## src/rtl/irt_pkg.sv

```systemverilog
package irt_pkg;

    localparam int SEG_W  = 7;
    localparam int OFF_W  = 16;
    localparam int CNT_W  = 8;
    localparam int DATA_W = 16;
    localparam int ADDR_W = 2;

    localparam int RESUME_BIT = 0;

    typedef struct packed {
        logic [SEG_W-1:0] seg;
        logic [OFF_W-1:0] off;
    } seg_pc_t;

    typedef enum logic [ADDR_W-1:0] {
        WIN_SEG  = 2'd0,
        WIN_OFF  = 2'd1,
        WIN_CNT  = 2'd2,
        WIN_CTRL = 2'd3
    } win_addr_e;

    typedef enum logic [1:0] {
        EV_NONE  = 2'd0,
        EV_FETCH = 2'd1,
        EV_DATA  = 2'd2
    } bus_ev_e;

    function automatic bus_ev_e classify(input logic done, input logic ifetch);
        if (!done)      return EV_NONE;
        else if (ifetch) return EV_FETCH;
        else            return EV_DATA;
    endfunction

    function automatic logic [CNT_W-1:0] sat_inc(input logic [CNT_W-1:0] v);
        return (&v) ? v : v + 1'b1;
    endfunction

endpackage

```

## src/rtl/irt_freeze_ctl.sv

```systemverilog
module irt_freeze_ctl (
    input  logic clk,
    input  logic rst,
    input  logic fault,
    input  logic resume_req,
    output logic frozen
);
    logic frozen_q;

    always_ff @(posedge clk) begin
        if (rst)             frozen_q <= 1'b0;
        else if (fault)      frozen_q <= 1'b1;
        else if (resume_req) frozen_q <= 1'b0;
    end

    assign frozen = frozen_q;

    assert_fault_locks_R6: assert property (@(posedge clk) disable iff (rst)
        fault |=> frozen_q);

    assert_refault_keeps_R8: assert property (@(posedge clk) disable iff (rst)
        (frozen_q && !resume_req) |=> frozen_q);

    assert_release_R9: assert property (@(posedge clk) disable iff (rst)
        (resume_req && !fault) |=> !frozen_q);

endmodule

```

## src/rtl/irt_pc_latch.sv

```systemverilog
module irt_pc_latch
    import irt_pkg::*;
(
    input  logic    clk,
    input  logic    rst,
    input  logic    cap_en,
    input  bus_ev_e ev,
    input  seg_pc_t pc_in,
    output seg_pc_t pc_q
);
    seg_pc_t pc_r;

    always_ff @(posedge clk) begin
        if (rst)                         pc_r <= '0;
        else if (cap_en && ev == EV_FETCH) pc_r <= pc_in;
    end

    assign pc_q = pc_r;

    assert_fetch_loads_R2: assert property (@(posedge clk) disable iff (rst)
        (cap_en && ev == EV_FETCH) |=> (pc_r == $past(pc_in)));

    assert_locked_pc_R6: assert property (@(posedge clk) disable iff (rst)
        !cap_en |=> $stable(pc_r));

endmodule

```

## src/rtl/irt_cycle_cnt.sv

```systemverilog
module irt_cycle_cnt
    import irt_pkg::*;
#(
    parameter int W = CNT_W
) (
    input  logic         clk,
    input  logic         rst,
    input  logic         cap_en,
    input  bus_ev_e      ev,
    output logic [W-1:0] cnt
);
    localparam logic [W-1:0] TOP = {W{1'b1}};

    logic [W-1:0] cnt_q;

    always_ff @(posedge clk) begin
        if (rst) begin
            cnt_q <= '0;
        end else if (cap_en) begin
            case (ev)
                EV_FETCH: cnt_q <= '0;
                EV_DATA:  cnt_q <= (cnt_q == TOP) ? cnt_q : cnt_q + 1'b1;
                default:  cnt_q <= cnt_q;
            endcase
        end
    end

    assign cnt = cnt_q;

    assert_fetch_zero_R3: assert property (@(posedge clk) disable iff (rst)
        (cap_en && ev == EV_FETCH) |=> (cnt_q == '0));

    assert_data_step_R4: assert property (@(posedge clk) disable iff (rst)
        (cap_en && ev == EV_DATA && cnt_q != TOP) |=> (cnt_q == $past(cnt_q) + 1'b1));

    assert_no_wrap_R5: assert property (@(posedge clk) disable iff (rst)
        (cnt_q == TOP && ev != EV_FETCH) |=> (cnt_q == TOP));

    assert_locked_cnt_R6: assert property (@(posedge clk) disable iff (rst)
        !cap_en |=> $stable(cnt_q));

endmodule

```

## src/rtl/irt_reg_win.sv

```systemverilog
module irt_reg_win
    import irt_pkg::*;
(
    input  logic [ADDR_W-1:0] addr,
    input  logic              wr,
    input  logic              wbit,
    input  seg_pc_t           pc,
    input  logic [CNT_W-1:0]  cnt,
    input  logic              frozen,
    output logic [DATA_W-1:0] rdata,
    output logic              resume_req
);
    assign resume_req = wr && wbit && (addr == WIN_CTRL);

    always_comb begin
        rdata = '0;
        case (win_addr_e'(addr))
            WIN_SEG:  rdata[SEG_W-1:0] = pc.seg;
            WIN_OFF:  rdata[OFF_W-1:0] = pc.off;
            WIN_CNT:  rdata[CNT_W-1:0] = cnt;
            WIN_CTRL: rdata[0]         = frozen;
            default:  rdata            = '0;
        endcase
    end

endmodule

```

## src/rtl/restart_trace.sv

```systemverilog
module restart_trace
    import irt_pkg::*;
(
    input  logic              clk,
    input  logic              rst,
    input  logic              bus_done,
    input  logic              bus_ifetch,
    input  logic [SEG_W-1:0]  bus_seg,
    input  logic [OFF_W-1:0]  bus_off,
    input  logic              fault_in,
    input  logic [ADDR_W-1:0] reg_addr,
    input  logic              reg_wr,
    input  logic [DATA_W-1:0] reg_wdata,
    output logic [DATA_W-1:0] reg_rdata,
    output logic [SEG_W-1:0]  trace_seg,
    output logic [OFF_W-1:0]  trace_off,
    output logic [CNT_W-1:0]  trace_cnt,
    output logic              trace_frozen
);
    bus_ev_e ev;
    seg_pc_t pc_in, pc_q;
    logic    frozen, resume_req, cap_en;
    logic [CNT_W-1:0] cnt;
    logic    unused_wdata;

    assign unused_wdata = ^reg_wdata;
    assign ev     = classify(bus_done, bus_ifetch);
    assign pc_in  = '{seg: bus_seg, off: bus_off};
    assign cap_en = !frozen;

    irt_freeze_ctl u_frz (
        .clk(clk), .rst(rst), .fault(fault_in),
        .resume_req(resume_req), .frozen(frozen)
    );

    irt_pc_latch u_pc (
        .clk(clk), .rst(rst), .cap_en(cap_en), .ev(ev),
        .pc_in(pc_in), .pc_q(pc_q)
    );

    irt_cycle_cnt #(.W(CNT_W)) u_cnt (
        .clk(clk), .rst(rst), .cap_en(cap_en), .ev(ev), .cnt(cnt)
    );

    irt_reg_win u_win (
        .addr(reg_addr), .wr(reg_wr), .wbit(reg_wdata[RESUME_BIT]),
        .pc(pc_q), .cnt(cnt), .frozen(frozen),
        .rdata(reg_rdata), .resume_req(resume_req)
    );

    assign trace_seg    = pc_q.seg;
    assign trace_off    = pc_q.off;
    assign trace_cnt    = cnt;
    assign trace_frozen = frozen;

    assert_reset_clear_R1: assert property (@(posedge clk)
        rst |=> (trace_cnt == '0 && !trace_frozen && trace_seg == '0 && trace_off == '0));

    assert_fetch_fault_R7: assert property (@(posedge clk) disable iff (rst)
        (fault_in && !frozen && bus_done && bus_ifetch)
        |=> (trace_frozen && trace_cnt == '0 && trace_off == $past(bus_off)));

endmodule

```

## config.mk

```make
export PLATFORM = sky130hd
export DESIGN_NAME = restart_trace
export DESIGN_NICKNAME = d
export VERILOG_FILES = /design/src/rtl/irt_pkg.sv /design/src/rtl/irt_freeze_ctl.sv /design/src/rtl/irt_pc_latch.sv /design/src/rtl/irt_cycle_cnt.sv /design/src/rtl/irt_reg_win.sv /design/src/rtl/restart_trace.sv
export SDC_FILE = /design/constraint.sdc
export NUM_CORES = 1
export LEC_CHECK = 0
export ABC_AREA = 0
export BUFFER_PORTS_ARGS = -buffer_cell sky130_fd_sc_hd__buf_2
export CAP_MARGIN = 0
export CORE_MARGIN = 3
export CORE_UTILIZATION = 50
export CTS_BUF_LIST = sky130_fd_sc_hd__clkbuf_8
export DETAILED_ROUTE_END_ITERATION = 10
export MAX_ROUTING_LAYER = met4
export PLACE_DENSITY = 0.85
export SKIP_LAST_GASP = 1
export SLEW_MARGIN = 20
export SYNTH_ARGS = -nofsm -noshare
export SYNTH_HDL_FRONTEND = slang
export SYNTH_HIERARCHICAL = 1
export SYNTH_SLANG_ARGS = --single-unit
```

## constraint.sdc

```tcl
create_clock -name clk -period 4.8 [get_ports clk]
set_input_delay 0.48 -clock clk [delete_from_list [all_inputs] [get_ports clk]]
set_output_delay 0.48 -clock clk [all_outputs]
set_load 0.02 [all_outputs]
```

==> results of run 1 <==
==> cell families after synthesis <==
group | share of synthesized area
compound gates | 0.09905
mux | 0.1418
buf+inv | 0.06581
fa+ha+maj | 0.04749
simple gates | 0.2985
flops | 0.3474
==> metal layers <==
metal  up-vias  routed length, um  track usage
met3         4                330      0.05059
met1       767               2022       0.2671
met2        67               2051       0.3317
met4         0                 27      0.06853
met5         -                  0            -
li1        820                  -            -
==> final cells by class <==
type	instances	area (um2)	share of cell area
multi-input combinational	143	1082	0.4671
timing repair buffer	80	402.9	0.1739
inverter	7	26.28	0.01134
clock buffer	5	68.82	0.02970
clock inverter	3	38.79	0.01674
tap	46	57.56	0.02484
sequential	32	640.6	0.2765
==> worst max-delay path, delay by kind of cell <==
kind / cells / cell delay, ps
fa+ha+maj: 1 / 490
buf+inv: 3 / 430
mux: 1 / 200
compound gates: 1 / 130
==> registers in the layout (all words and copies together), names as in the netlist <==
name and count:
u_frz/frozen 1, u_cnt/cnt 8, u_pc/pc_q 23
==> stage by stage <==
stage | total power [uW] | instance area [um2] | setup WS (ps) | instances | util
final | 622.7 | 2317 | 2601 | 316 | 0.6732
after global routing | 647.3 | 2317 | 2432 | 316 | 0.6732
after CTS | 631.2 | 2317 | 2583 | 316 | 0.6732
after detailed placement | 380.5 | 2210 | 2581 | 308 | 0.6419
after global placement | 378.8 | 2210 | 2579 | 308 | 0.6419
after floorplan | 350.3 | 1844 | 2938 | 193 | -
==> power groups by stage <==
stage	clock, uW	sequential [uW]	combinational, uW
after floorplan	0	298	52.7
after global placement	0	288	90.7
after detailed placement	0	289	92.0
after CTS	256	283	92.2
after global routing	263	284	100
final	248	283	91.7
==> worst max path at each step <==
stage	endpoint	slack [ps]	from	cells past startpoint
5_1_grt	reg_rdata[0]	2430	reg_addr[1]	6
3_5_place_dp	reg_rdata[0]	2580	reg_addr[1]	6
2_1_floorplan	reg_rdata[0]	2940	reg_addr[1]	5
6_report	reg_rdata[0]	2600	reg_addr[1]	6
3_3_place_gp	reg_rdata[0]	2580	reg_addr[1]	6
4_1_cts	reg_rdata[0]	2580	reg_addr[1]	6
==> synthesized netlist by cell type (2+ instances only) <==
| master | n | share of area |
|---|---|---|
| sky130_fd_sc_hd__nor3_1 | 2 | 0.0054 |
| sky130_fd_sc_hd__nand3_1 | 2 | 0.0054 |
| sky130_fd_sc_hd__buf_2 | 2 | 0.0054 |
| sky130_fd_sc_hd__nand2b_1 | 49 | 0.17 |
| sky130_fd_sc_hd__nor2_1 | 9 | 0.018 |
| sky130_fd_sc_hd__a21oi_2 | 2 | 0.0095 |
| sky130_fd_sc_hd__buf_6 | 2 | 0.012 |
| sky130_fd_sc_hd__a21oi_1 | 3 | 0.0081 |
| sky130_fd_sc_hd__and3_1 | 3 | 0.010 |
| sky130_fd_sc_hd__nand2_1 | 3 | 0.0061 |
| sky130_fd_sc_hd__nor3b_1 | 2 | 0.0081 |
| sky130_fd_sc_hd__a222oi_1 | 7 | 0.038 |
| sky130_fd_sc_hd__nand4_1 | 3 | 0.010 |
| sky130_fd_sc_hd__dfxtp_1 | 32 | 0.35 |
| sky130_fd_sc_hd__mux2i_1 | 25 | 0.14 |
| sky130_fd_sc_hd__inv_1 | 7 | 0.014 |
| sky130_fd_sc_hd__a31oi_1 | 3 | 0.010 |
| sky130_fd_sc_hd__buf_12 | 2 | 0.022 |
| sky130_fd_sc_hd__and2_2 | 5 | 0.020 |
| sky130_fd_sc_hd__and2_1 | 4 | 0.014 |
| sky130_fd_sc_hd__clkbuf_1 | 4 | 0.0081 |
| sky130_fd_sc_hd__ha_1 | 7 | 0.047 |
==> impl_summary.md, run 1 <==
Routing
The total wire length is between 4000 and 5000 um. The via count of the routed design is roughly 1700. The length of the first detailed-routing pass in iterations is 5. The detail route stage leaves a number of antenna-violating nets equal to 0. The via count normalized by instance count is around 5.2. The routed wirelength normalized by instance count is roughly 14 um.

The iteration-0 DRC count of the detailed router is between 100 and 150. For this run, design rule violations remaining after detail routing come to 0.

Yosys
For this run, the register share of the synthesized area comes to 0.3474. The synthesized cell area is about 0.0018 mm2. The count of mapped cells out of synthesis is roughly 190. The number of enable flip-flop cells after synthesis is 0.

The fraction of registers with async set/reset is 0. Synthesis instantiated 37 different standard cells from the library. The average instance in the mapped netlist occupies between 9 and 10 um2. Yosys printed 6 warnings.

The number of nets handed over by synthesis was ~250. The leading register cell type out of synthesis is sky130_fd_sc_hd__dfxtp_1. In this run, synthesis produced a sequential element count of 32.

Global routing
The global routing usage summed across all routing layers is 0.2112. After global routing the overflow that remains totals 0. The first global-routing pass estimated slightly below 7000 um of wire. The via count of the first global-routing pass is 1488. The initial antenna violation count is 0. Entering global routing, the biggest net connects 54 pins.

Worst hold path
The critical hold path startpoint is fault_in. The worst hold path terminates at u_frz/frozen. The count of cells along the worst hold path is 3.

The kind of path behind the tightest hold check is input pin to flop.

Clocking
The count of clock tree sinks is 32. The number of hold buffers added after CTS was 0. The root buffer cell chosen for the clock tree is sky130_fd_sc_hd__clkbuf_8. The clock passes through at most 2 buffers.

The worst-skew pair later-pin latency is approximately 280 ps. The CTS clock-pin slew for the worst setup and hold paths is approximately 60 ps. The total clock buffers created by CTS is 5. The clock tree from TritonCTS is built. The total number of H-tree levels is 2. The setup fix buffers added after clock tree synthesis is 0. Once the clock tree was built, the resizer swapped 0 gates to a different size.

Power and ir drop
In this run the power density over the cells is 268.7 mW/mm2. In this run the static leakage power is 0.001118 uW. The peak supply drop is around 150 uV. The share of total power dissipated in combinational logic is 0.147. The proportion of power drawn by the clock network is 0.399. The switching power share of the total is 0.2491. The share of total power in sequential cells is 0.454. The switching power of the nets is 155.1 uW. The internal power is 467.6 uW.

Critical path
The worst setup path is captured at an output pin. The critical path goes through buf_2 -> inv_1 -> ha_1 -> a222oi_1 -> mux2i_1 -> buf_2. The flop-to-flop setup slack is between 3000 and 4000 ps. The startpoint identified for the worst register-to-register timing path is u_cnt/cnt[0]. On the critical path, the stage with the largest delay is an instance of sky130_fd_sc_hd__ha_1.

Data arrives at the worst endpoint at around 1700 ps. Measured in cells, the most critical reg-to-reg path has a length of 5. By startpoint and endpoint, the worst setup path is classified as input pin to output pin. The largest single stage delay on the critical path is ~490 ps.

Data on the critical path is required at its endpoint by 4320 ps. The worst register-to-register path ends at u_cnt/cnt[2]. The most numerous cell type found on the critical path is sky130_fd_sc_hd__buf_2. The top fanout value on the critical path is 16. The startpoint class of the critical path is an input pin.

Floorplan
In this run the horizontal extent of the chip is roughly 67 um. The floorplan step defined a core boundary enclosing 0.003442 mm2. Row generation in the floorplan step produced 21 rows. The die outline area is roughly 0.0045 mm2. The die height is between 60 and 70 um.

The initial utilization of the core area, before any placement, comes to 0.5358. The number of placed I/O pins is 95.

Cells and area
In the layout the commonest cells are sky130_fd_sc_hd__buf_2, sky130_fd_sc_hd__nand2b_1, sky130_fd_sc_hd__dfxtp_1. The number of filler instances in the final layout is ~310. The number of antenna repair diodes is 0. The most common cell after layout, fill and taps aside is sky130_fd_sc_hd__buf_2. The proportion of layout cells with a drive suffix above 1 is 0.3704.

The net total in the final layout is about 320. The area added between synthesis and finish is 25.64%.

STA
The maximum operating frequency is between 0.4 and 0.5 GHz. The portion of the clock cycle consumed by the worst path in the final layout is 0.4581. The number of failing hold endpoints at the final stage was 0. The total negative slack for setup checks is 0 ps. For the final database, setup skew stands at 2.162 ps.

The tightest hold path in the finished design has a slack of around 440 ps. The clock period minus final worst setup slack is between 2000 and 2500 ps. Setup repair after global routing left no endpoint under its margin. The transition time at the pin with the least slew margin is ~650 ps. Setup violations remaining at the end of the flow were counted as 0. Headroom to the max-slew limit came out at 0.5634. The number of max-slew violations in the final report was 0.

Placed design
The quantity of I/O buffers inserted on ports is 79. After legalization and detailed placement, the total HPWL measured 3286 um. The placer congestion estimate is about 0.84.

Flow run
The max capacitance violation total is 0.

Status
The run finished with clean final reports.
Power figures use the tool's default switching activity.
==> run 2: changes to the inputs <==
CORE_UTILIZATION = 47   (was 50)
PLACE_DENSITY = 0.81   (was 0.85)
clock period = 2.25 ns   (was 4.8 ns; I/O delays follow)
==> run 2 against run 1 <==
Effect of this change: non-clock buffer count is 1 higher; combinational power is 110% higher; sequential share of layout area is 0.16 points lower; count of clock-buffer cells in the layout stayed put; setup slack worse by 2100 ps; wire length is 3.7% lower; critical endpoint is now u_cnt/cnt[3]; clock power is 130% higher; worst hold slack worse by 260 ps; clock skew hardly changed; sequential power is 110% higher.
==> impl_summary.md, run 2 (same netlist as run 1, synthesis figures left out) <==
Status
The run finished with clean final reports.

Routing
Detailed routing inserted a total of about 1600 vias. The post-route DRC violation count is 0. The detailed router finished its first iteration with 89 violations. Using the TritonRoute via totals, the vias-per-cell ratio works out to about 5.1.

The total wire length is ~4300 um. The number of nets with antenna violations after detailed routing is 0. The first TritonRoute pass finished after 5 iterations. After detailed routing, the average wire length per cell comes to about 13 um.

Cells and area
The number of flip-flops in the largest register is 23. Of the cells placed in the final design, the portion with a size suffix greater than 1 is 0.3764. In the layout the commonest cells are sky130_fd_sc_hd__buf_2, sky130_fd_sc_hd__nand2b_1, sky130_fd_sc_hd__dfxtp_1. The layout has around 360 filler cells.

The number of antenna repair diodes is 0. The final instance area is between 0.002 and 0.0025 mm2. Leaving out filler cells and counting taps, the final layout contains 319. At the end of the flow the core is filled with cells to 0.6273. The area added between synthesis and finish is 26.39%. The most common cell after layout, fill and taps aside is sky130_fd_sc_hd__buf_2. The net total in the final layout is 324.

Global routing
The global routing usage on met1 is 0.2446. After global routing the overflow that remains totals 0. The first global-routing pass estimated between 6000 and 7000 um of wire.

The layer flagged by global routing as most heavily used is met2. The met3 track demand over resource in global routing is 0.06321. The initial antenna violation count is 0. For this run, global-route usage on met2 was measured as 0.2896.

The maximum number of pins on one net before global-route repair is 29. For this run, the total global-route usage over all layers was measured as 0.1948. The via count of the first global-routing pass is 1415.

Critical path
The origin of the worst setup path is u_cnt/cnt[0]. The largest individual stage delay along the critical path comes from the cell sky130_fd_sc_hd__dfxtp_1. Walking the worst path, the cells encountered are ha_1 -> and3_1 -> a21oi_2 -> or3_4 -> a31oi_1. The critical register-to-register path startpoint is u_cnt/cnt[0]. The capturing element type of the critical path is a flop.

In this run the register-to-register setup slack is approximately 540 ps. The worst setup path category is flop to flop. Along the worst path, the maximum fanout reaches 6. STA puts the critical path data required time at 2470 ps. The cell family contributing the most delay on the critical path is simple AND/OR/NAND/NOR gates.

STA classifies the critical path startpoint as a flop. The critical path contains buffers and inverters numbering 0 combined. The endpoint arrival time on the critical path is approximately 1900 ps. The largest stage delay on the critical path is ~440 ps.

Power and ir drop
Dividing total power by cell area gives a power density of roughly 580 mW/mm2. The static power due to leakage is approximately 0.0011 uW. VDD sags by at most approximately 390 uV.

Clocking
The hold buffer count at cts is 0. The clock tree from TritonCTS is built. Post-CTS timing repair inserted 0 buffers for setup.

In this run, post-CTS repair resized a total of 0 instances. In this run the deepest clock path goes through 2 buffers. The CTS clock-pin slew for the worst setup and hold paths is about 70 ps.

For this design, the sink count on the clock tree is 32. The total number of H-tree levels is 2. At the later pin of the worst-skew pair, clock insertion delay measures approximately 290 ps. Clock tree synthesis selected as its root buffer the cell sky130_fd_sc_hd__clkbuf_8. In this run, CTS created clock tree buffers numbering 5.

Floorplan
The number of placed I/O pins is 95. Row generation in the floorplan step produced 22 rows. The die is between 60 and 70 um tall. The die span in x is between 60 and 70 um. The die outline area is ~0.0047 mm2. The initial utilization of the core area, before any placement, comes to 0.4963. The core region is ~0.0037 mm2.

Placed design
The area after detailed placement is between 0.002 and 0.0025 mm2. Routability-driven placement finished with a final weighted congestion of 0.9271. Detailed placement ended at an HPWL of 3182 um.

During placement, the flow inserted port buffers numbering 79. The number of placed instances, taps included is between 300 and 400.

STA
The number of max-slew violations in the final report is 0. The worst clock skew is ~2 ps. The clock period minus final worst setup slack is between 1500 and 2000 ps. The worst pin sits at a relative slew slack of 0.6275. Summed over all failing endpoints, the final setup total negative slack is 0 ps.

The portion of the clock cycle consumed by the worst path in the final layout is 0.7618. The number of failing hold endpoints at the final stage is 0. Setup violations remaining at the end of the flow were counted as 0. The transition time at the pin with the least slew margin is about 560 ps. Based on the critical path, the design can be clocked at up to between 0.5 and 0.6 GHz. Setup repair after global routing left no endpoint under its margin.

Flow run
Max-cap violations in this run came to 0.

Worst hold path
The min-delay analysis places its worst path in the category input pin to flop. The critical hold path startpoint is fault_in.
==> run 2: cell types whose count changed in the layout (fill, tap and decap cells not counted) <==
| cell | previous run | this run |
|---|---|---|
| sky130_fd_sc_hd__buf_4 | 1 | 2 |
| sky130_fd_sc_hd__inv_1 | 8 | 7 |
| sky130_fd_sc_hd__clkinvlp_4 | 0 | 1 |
==> run 2: final cells by class <==
| type | instances | area (um2) | share of cell area |
|---|---|---|---|
| multi-input cells | 143 | 1082 | 0.4643 |
| flip-flops and latches | 32 | 640.6 | 0.2748 |
| repair buffers | 81 | 410.4 | 0.1761 |
| clock buffers | 5 | 68.82 | 0.02952 |
| well taps | 48 | 60.06 | 0.02576 |
| clock inverters | 3 | 42.54 | 0.01825 |
| inverters | 7 | 26.28 | 0.01127 |
==> run 2: report_power, final <==
part / total (uW) / internal (uW) / switching, uW
sequential: 602 / 586 / 16.3
combinational: 195 / 88.8 / 107
clock: 558 / 328 / 230
total: 1350 / 1000 / 353
==> run 2: metal layers <==
layer / part of all wire / up-vias
li1: - / 820
met1: 0.45 / 750
met2: 0.46 / 57
met3: 0.079 / 5
met4: 0.014 / 0
met5: 0 / -
==> run 2: worst paths after layout <==
check | end | cells past startpoint
max | u_cnt/cnt[3] | 5
min | u_frz/frozen | 3
max reg2reg | u_cnt/cnt[3] | 5
min reg2reg | u_pc/pc_q[8] | 2
==> run 2: worst register-to-register path, stage by stage (launching register included) <==
cell and delay, ps:
sky130_fd_sc_hd__dfxtp_1 440, sky130_fd_sc_hd__ha_1 210, sky130_fd_sc_hd__and3_1 300, sky130_fd_sc_hd__a21oi_2 100, sky130_fd_sc_hd__or3_4 420, sky130_fd_sc_hd__a31oi_1 170
==> run 2: metrics by stage <==
stage	total power [uW]	setup slack (ps)	hold WS, ps
6_report	1355	536.0	173.2
5_1_grt	1406	383.3	177.4
4_1_cts	1364	534.4	168.5
3_5_place_dp	811.9	524.1	471.2
3_3_place_gp	808.8	551.4	462.3
2_1_floorplan	747.4	601.2	287.4
==> run 3: changes to the inputs <==
ABC_AREA = 1   (was 0)
CORE_UTILIZATION = 43   (was 47)
PLACE_DENSITY = 0.76   (was 0.81)
clock period = 1.45 ns   (was 2.25 ns; I/O delays follow)
==> run 3 against run 2 <==
Effect of this change: die area is 17% higher; cell count grew 45%; combinational power rose by 140%; register-to-register slack worse by 420 ps; via count increased by 28%; synthesized area increased by 8.5%; critical path depth up 1; critical endpoint is now reg_rdata[2]; largest power group unchanged; highest routed layer unchanged.
==> impl_summary.md, run 3 <==
Routing
Detailed routing inserted a total of 2096 vias. The number of nets with antenna violations after detailed routing is 0. Dividing the detail-routed wire length by the instance count gives roughly 10 um. The first TritonRoute pass finished after 4 iterations. The iteration-0 DRC count of the detailed router is 71.

The total wire length is between 4000 and 5000 um. The post-route DRC violation count is 0. The via count normalized by instance count is roughly 4.5.

STA
The clock period minus final worst setup slack is 1379 ps. Setup violations remaining at the end of the flow were counted as 0. Derived from the worst setup path, the maximum achievable clock frequency is approximately 0.73 GHz. The worst hold slack is 74.19 ps. The worst clock skew is 3.712 ps. The number of max-slew violations in the final report was 0.

After layout, the worst setup slack is between 70 and 80 ps. Setup repair after global routing left no endpoint under its margin. The relative slew slack is 0.8083. For the pin with the worst max-slew slack, the measured transition is 287.6 ps. The portion of the clock cycle consumed by the worst path in the final layout is 0.9508. The number of failing hold endpoints at the final stage is 0. Adding up every negative setup slack in the final design gives 0 ps.

Clocking
The CTS clock-pin slew for the worst setup and hold paths is 70 ps. The clock tree from TritonCTS is built. The tree is rooted in a sky130_fd_sc_hd__clkbuf_8.

The setup fix buffers added after clock tree synthesis is 0. Buffers inserted to repair hold after CTS numbered 0. The clock reaches the later pin of the worst-skew pair after roughly 280 ps. The count of clock tree sinks is 32. The total number of H-tree levels is 2.

The maximum count of clock buffers along a single path is 2. The number of clock buffers added by TritonCTS is 5.

Critical path
Among the stages of the critical path, the cell type that occurs most often is sky130_fd_sc_hd__nand2_1. The startpoint class of the critical path is a flop. Data on the critical path is required at its endpoint by between 1000 and 1500 ps. The largest single stage delay on the critical path is around 400 ps. The endpoint arrival time on the critical path is ~1200 ps.

The slowest stage of the critical path belongs to the cell sky130_fd_sc_hd__dfxtp_1. Of all nets on the critical path, the largest fanout is 4. The number of buffer and inverter stages on the critical path is 3.

The critical path is of the flop to output pin type. Walking the worst path, the cells encountered are buf_4 -> nand2_1 -> nand3_1 -> nand2_1 -> inv_1 -> buf_2. Broken down by cell family, the worst path's largest delay share belongs to flip-flops. STA classifies the critical path endpoint as an output pin.

Cells and area
Of the cells placed in the final design, the portion with a size suffix greater than 1 is 0.2780. Leaving out fill and tap cells, the most frequent cells in the layout are sky130_fd_sc_hd__nand2_1, sky130_fd_sc_hd__buf_2, sky130_fd_sc_hd__nor2_1. The register with the most flip-flops in the layout has 23 of them.

The finished cells cover 0.002565 mm2. The most common cell after layout, fill and taps aside is sky130_fd_sc_hd__nand2_1. The area growth from synthesis to layout is 28.13%.

The net count of the finished layout is 463. The number of antenna repair diodes is 0.

Floorplan
After floorplanning, the core was divided into 24 placement rows. In this run the standard cell core region covers 0.004414 mm2. 95 I/O pins were placed. For this configuration, the core starts out at a cell density of 0.4535. The die covers between 0.005 and 0.006 mm2.

From left edge to right edge, the die measures around 74 um. Measured along the y axis, the die boundary spans 74.23 um.

Placed design
Summing all placed instances gives a cell area of 0.002451 mm2. The quantity of I/O buffers inserted on ports is a little under 80. The HPWL after detailed placement is 3769 um.

At the end of routability-driven placement, the weighted congestion stood at 0.8308. The pre-CTS setup slack is about 77 ps.

Power and ir drop
The static power due to leakage is 0.001596 uW. The worst-case IR drop observed on VDD is between 600 and 700 uV. Power spread over the standard cell area amounts to ~900 mW/mm2.

Yosys
The largest area contributor in the synthesized netlist is sky130_fd_sc_hd__dfxtp_1. By count the netlist is led by sky130_fd_sc_hd__nand2_1, sky130_fd_sc_hd__nor2_1, sky130_fd_sc_hd__inv_1, sky130_fd_sc_hd__dfxtp_1. The most common cell in the synthesized netlist is sky130_fd_sc_hd__nand2_1.

Counting flops with a built-in enable in the synthesized netlist gives 0. When the netlist entered floorplanning its net count stood at 378. A synthesized cell averages 6.179 um2.

The flop and latch count out of synthesis is 32. Of all flip-flops after synthesis, the portion carrying an async set or reset was 0. The portion of synthesized cell area occupied by the leading cell type is 0.3200. The post-synthesis sequential area ratio is 0.3200.

The adder-cell share of the synthesized area is 0.04375. The area fraction in compound gates after synthesis came to 0.03000. For this run, the number of Yosys warnings is 6. The number of library cell types mapped by synthesis is 27. Counting every instance in the synthesized netlist gives 324. After synthesis, the share of cell area in mux cells is 0. After synthesis, the largest family of logic cells by area is simple AND/OR/NAND/NOR gates. The leading register cell type out of synthesis is sky130_fd_sc_hd__dfxtp_1. By area the synthesized netlist is led by sky130_fd_sc_hd__dfxtp_1, sky130_fd_sc_hd__nand2_1, sky130_fd_sc_hd__nor2_1. The simple-gate portion of the synthesized area is 0.4425. In this run the cell area of the synthesized design comes to about 0.0020 mm2.

The parity-gate share of the synthesized area counting xor and xnor cells is 0.

Global routing
Across every metal layer, demand over resource in global routing totals 0.1857. The initial antenna violation count is 0. For this run, global-route usage on met2 was measured as 0.2913. The busiest metal layer after global routing is met2. The global routing usage on met1 is 0.2391.

The first global-routing pass estimated 7762 um of wire. Entering global routing, the biggest net connects 37 pins. The via count of the first global-routing pass was around 1700.

Global routing finished with a remaining overflow of 0. For this run, global-route usage on met3 was measured as 0.04324.

Worst hold path
In this run the worst hold path is classified as input pin to flop.

Status
The run finished with clean final reports.

Flow run
The max capacitance violation total is 0.
-- run 3: cell count changes in the layout (fill, tap and decap cells not counted), moves of 6 or more --
cell                       delta
sky130_fd_sc_hd__nand2b_1    -49
sky130_fd_sc_hd__inv_1       +52
sky130_fd_sc_hd__a222oi_1     -7
sky130_fd_sc_hd__mux2i_1     -25
sky130_fd_sc_hd__nand2_1    +108
sky130_fd_sc_hd__buf_4        +6
sky130_fd_sc_hd__nor2_1      +56
-- run 3: area by class of cell --
cell class	instances	area, um2
clock buffers	5	68.82
clock inverters	3	42.54
fillers	425	1849
inverters	63	236.5
multi-input cells	219	1036
flip-flops and latches	32	640.6
well taps	52	65.06
repair buffers	88	475.5
-- run 3: metal layers --
metal	wire (um)	vias to the layer above
li1	-	1113
met2	2291	71
met4	69	0
met5	0	-
met3	310	9
met1	2158	903
-- run 3: path summary, 6_finish.rpt --
kind / endpoint / start / cells after the start / slack [ps]
worst max-delay path: reg_rdata[2] / u_cnt/cnt[2] / 6 / 70
worst max register to register: u_cnt/cnt[0] / u_cnt/cnt[0] / 8 / 120
worst min-delay path: u_pc/pc_q[10] / bus_off[10] / 3 / 70
worst min register to register: u_frz/frozen / u_frz/frozen / 2 / 500
-- run 3: logic make-up (layout without fill, tap and decap cells) --
| family | after synthesis | in the layout |
|---|---|---|
| and+or+nand+nor | 202 | 202 |
| buffers and inverters | 73 | 159 |
| DFF | 32 | 32 |
| AOI/OAI and AO/OA | 10 | 10 |
| adders and majority gates | 7 | 7 |
-- run 3: stage by stage --
stage	util	instances	total power, uW
finish	0.5811	462	2299
global placement	0.5553	454	1447
detailed placement	0.5553	454	1457
floorplan	-	324	1298
CTS	0.5805	462	2317
global route	0.5811	462	2414
-- run 3: report_power, final --
part | internal [uW] | switching, uW
clock network | 508 | 353
registers | 929 | 40.2
logic | 173 | 296
total | 1610 | 689
-- run 3: worst register-to-register path, delay by kind of cell (launching register included) --
family / cells / cell delay [ps]
simple gates: 7 / 690
fa+ha+maj: 1 / 190
flops: 1 / 350
-- run 3: what timing repair did --
action | CTS | global route
gates resized for setup | 0 | 1
setup endpoints to repair | 0 | 10
endpoints found under the hold margin | 0 | 0
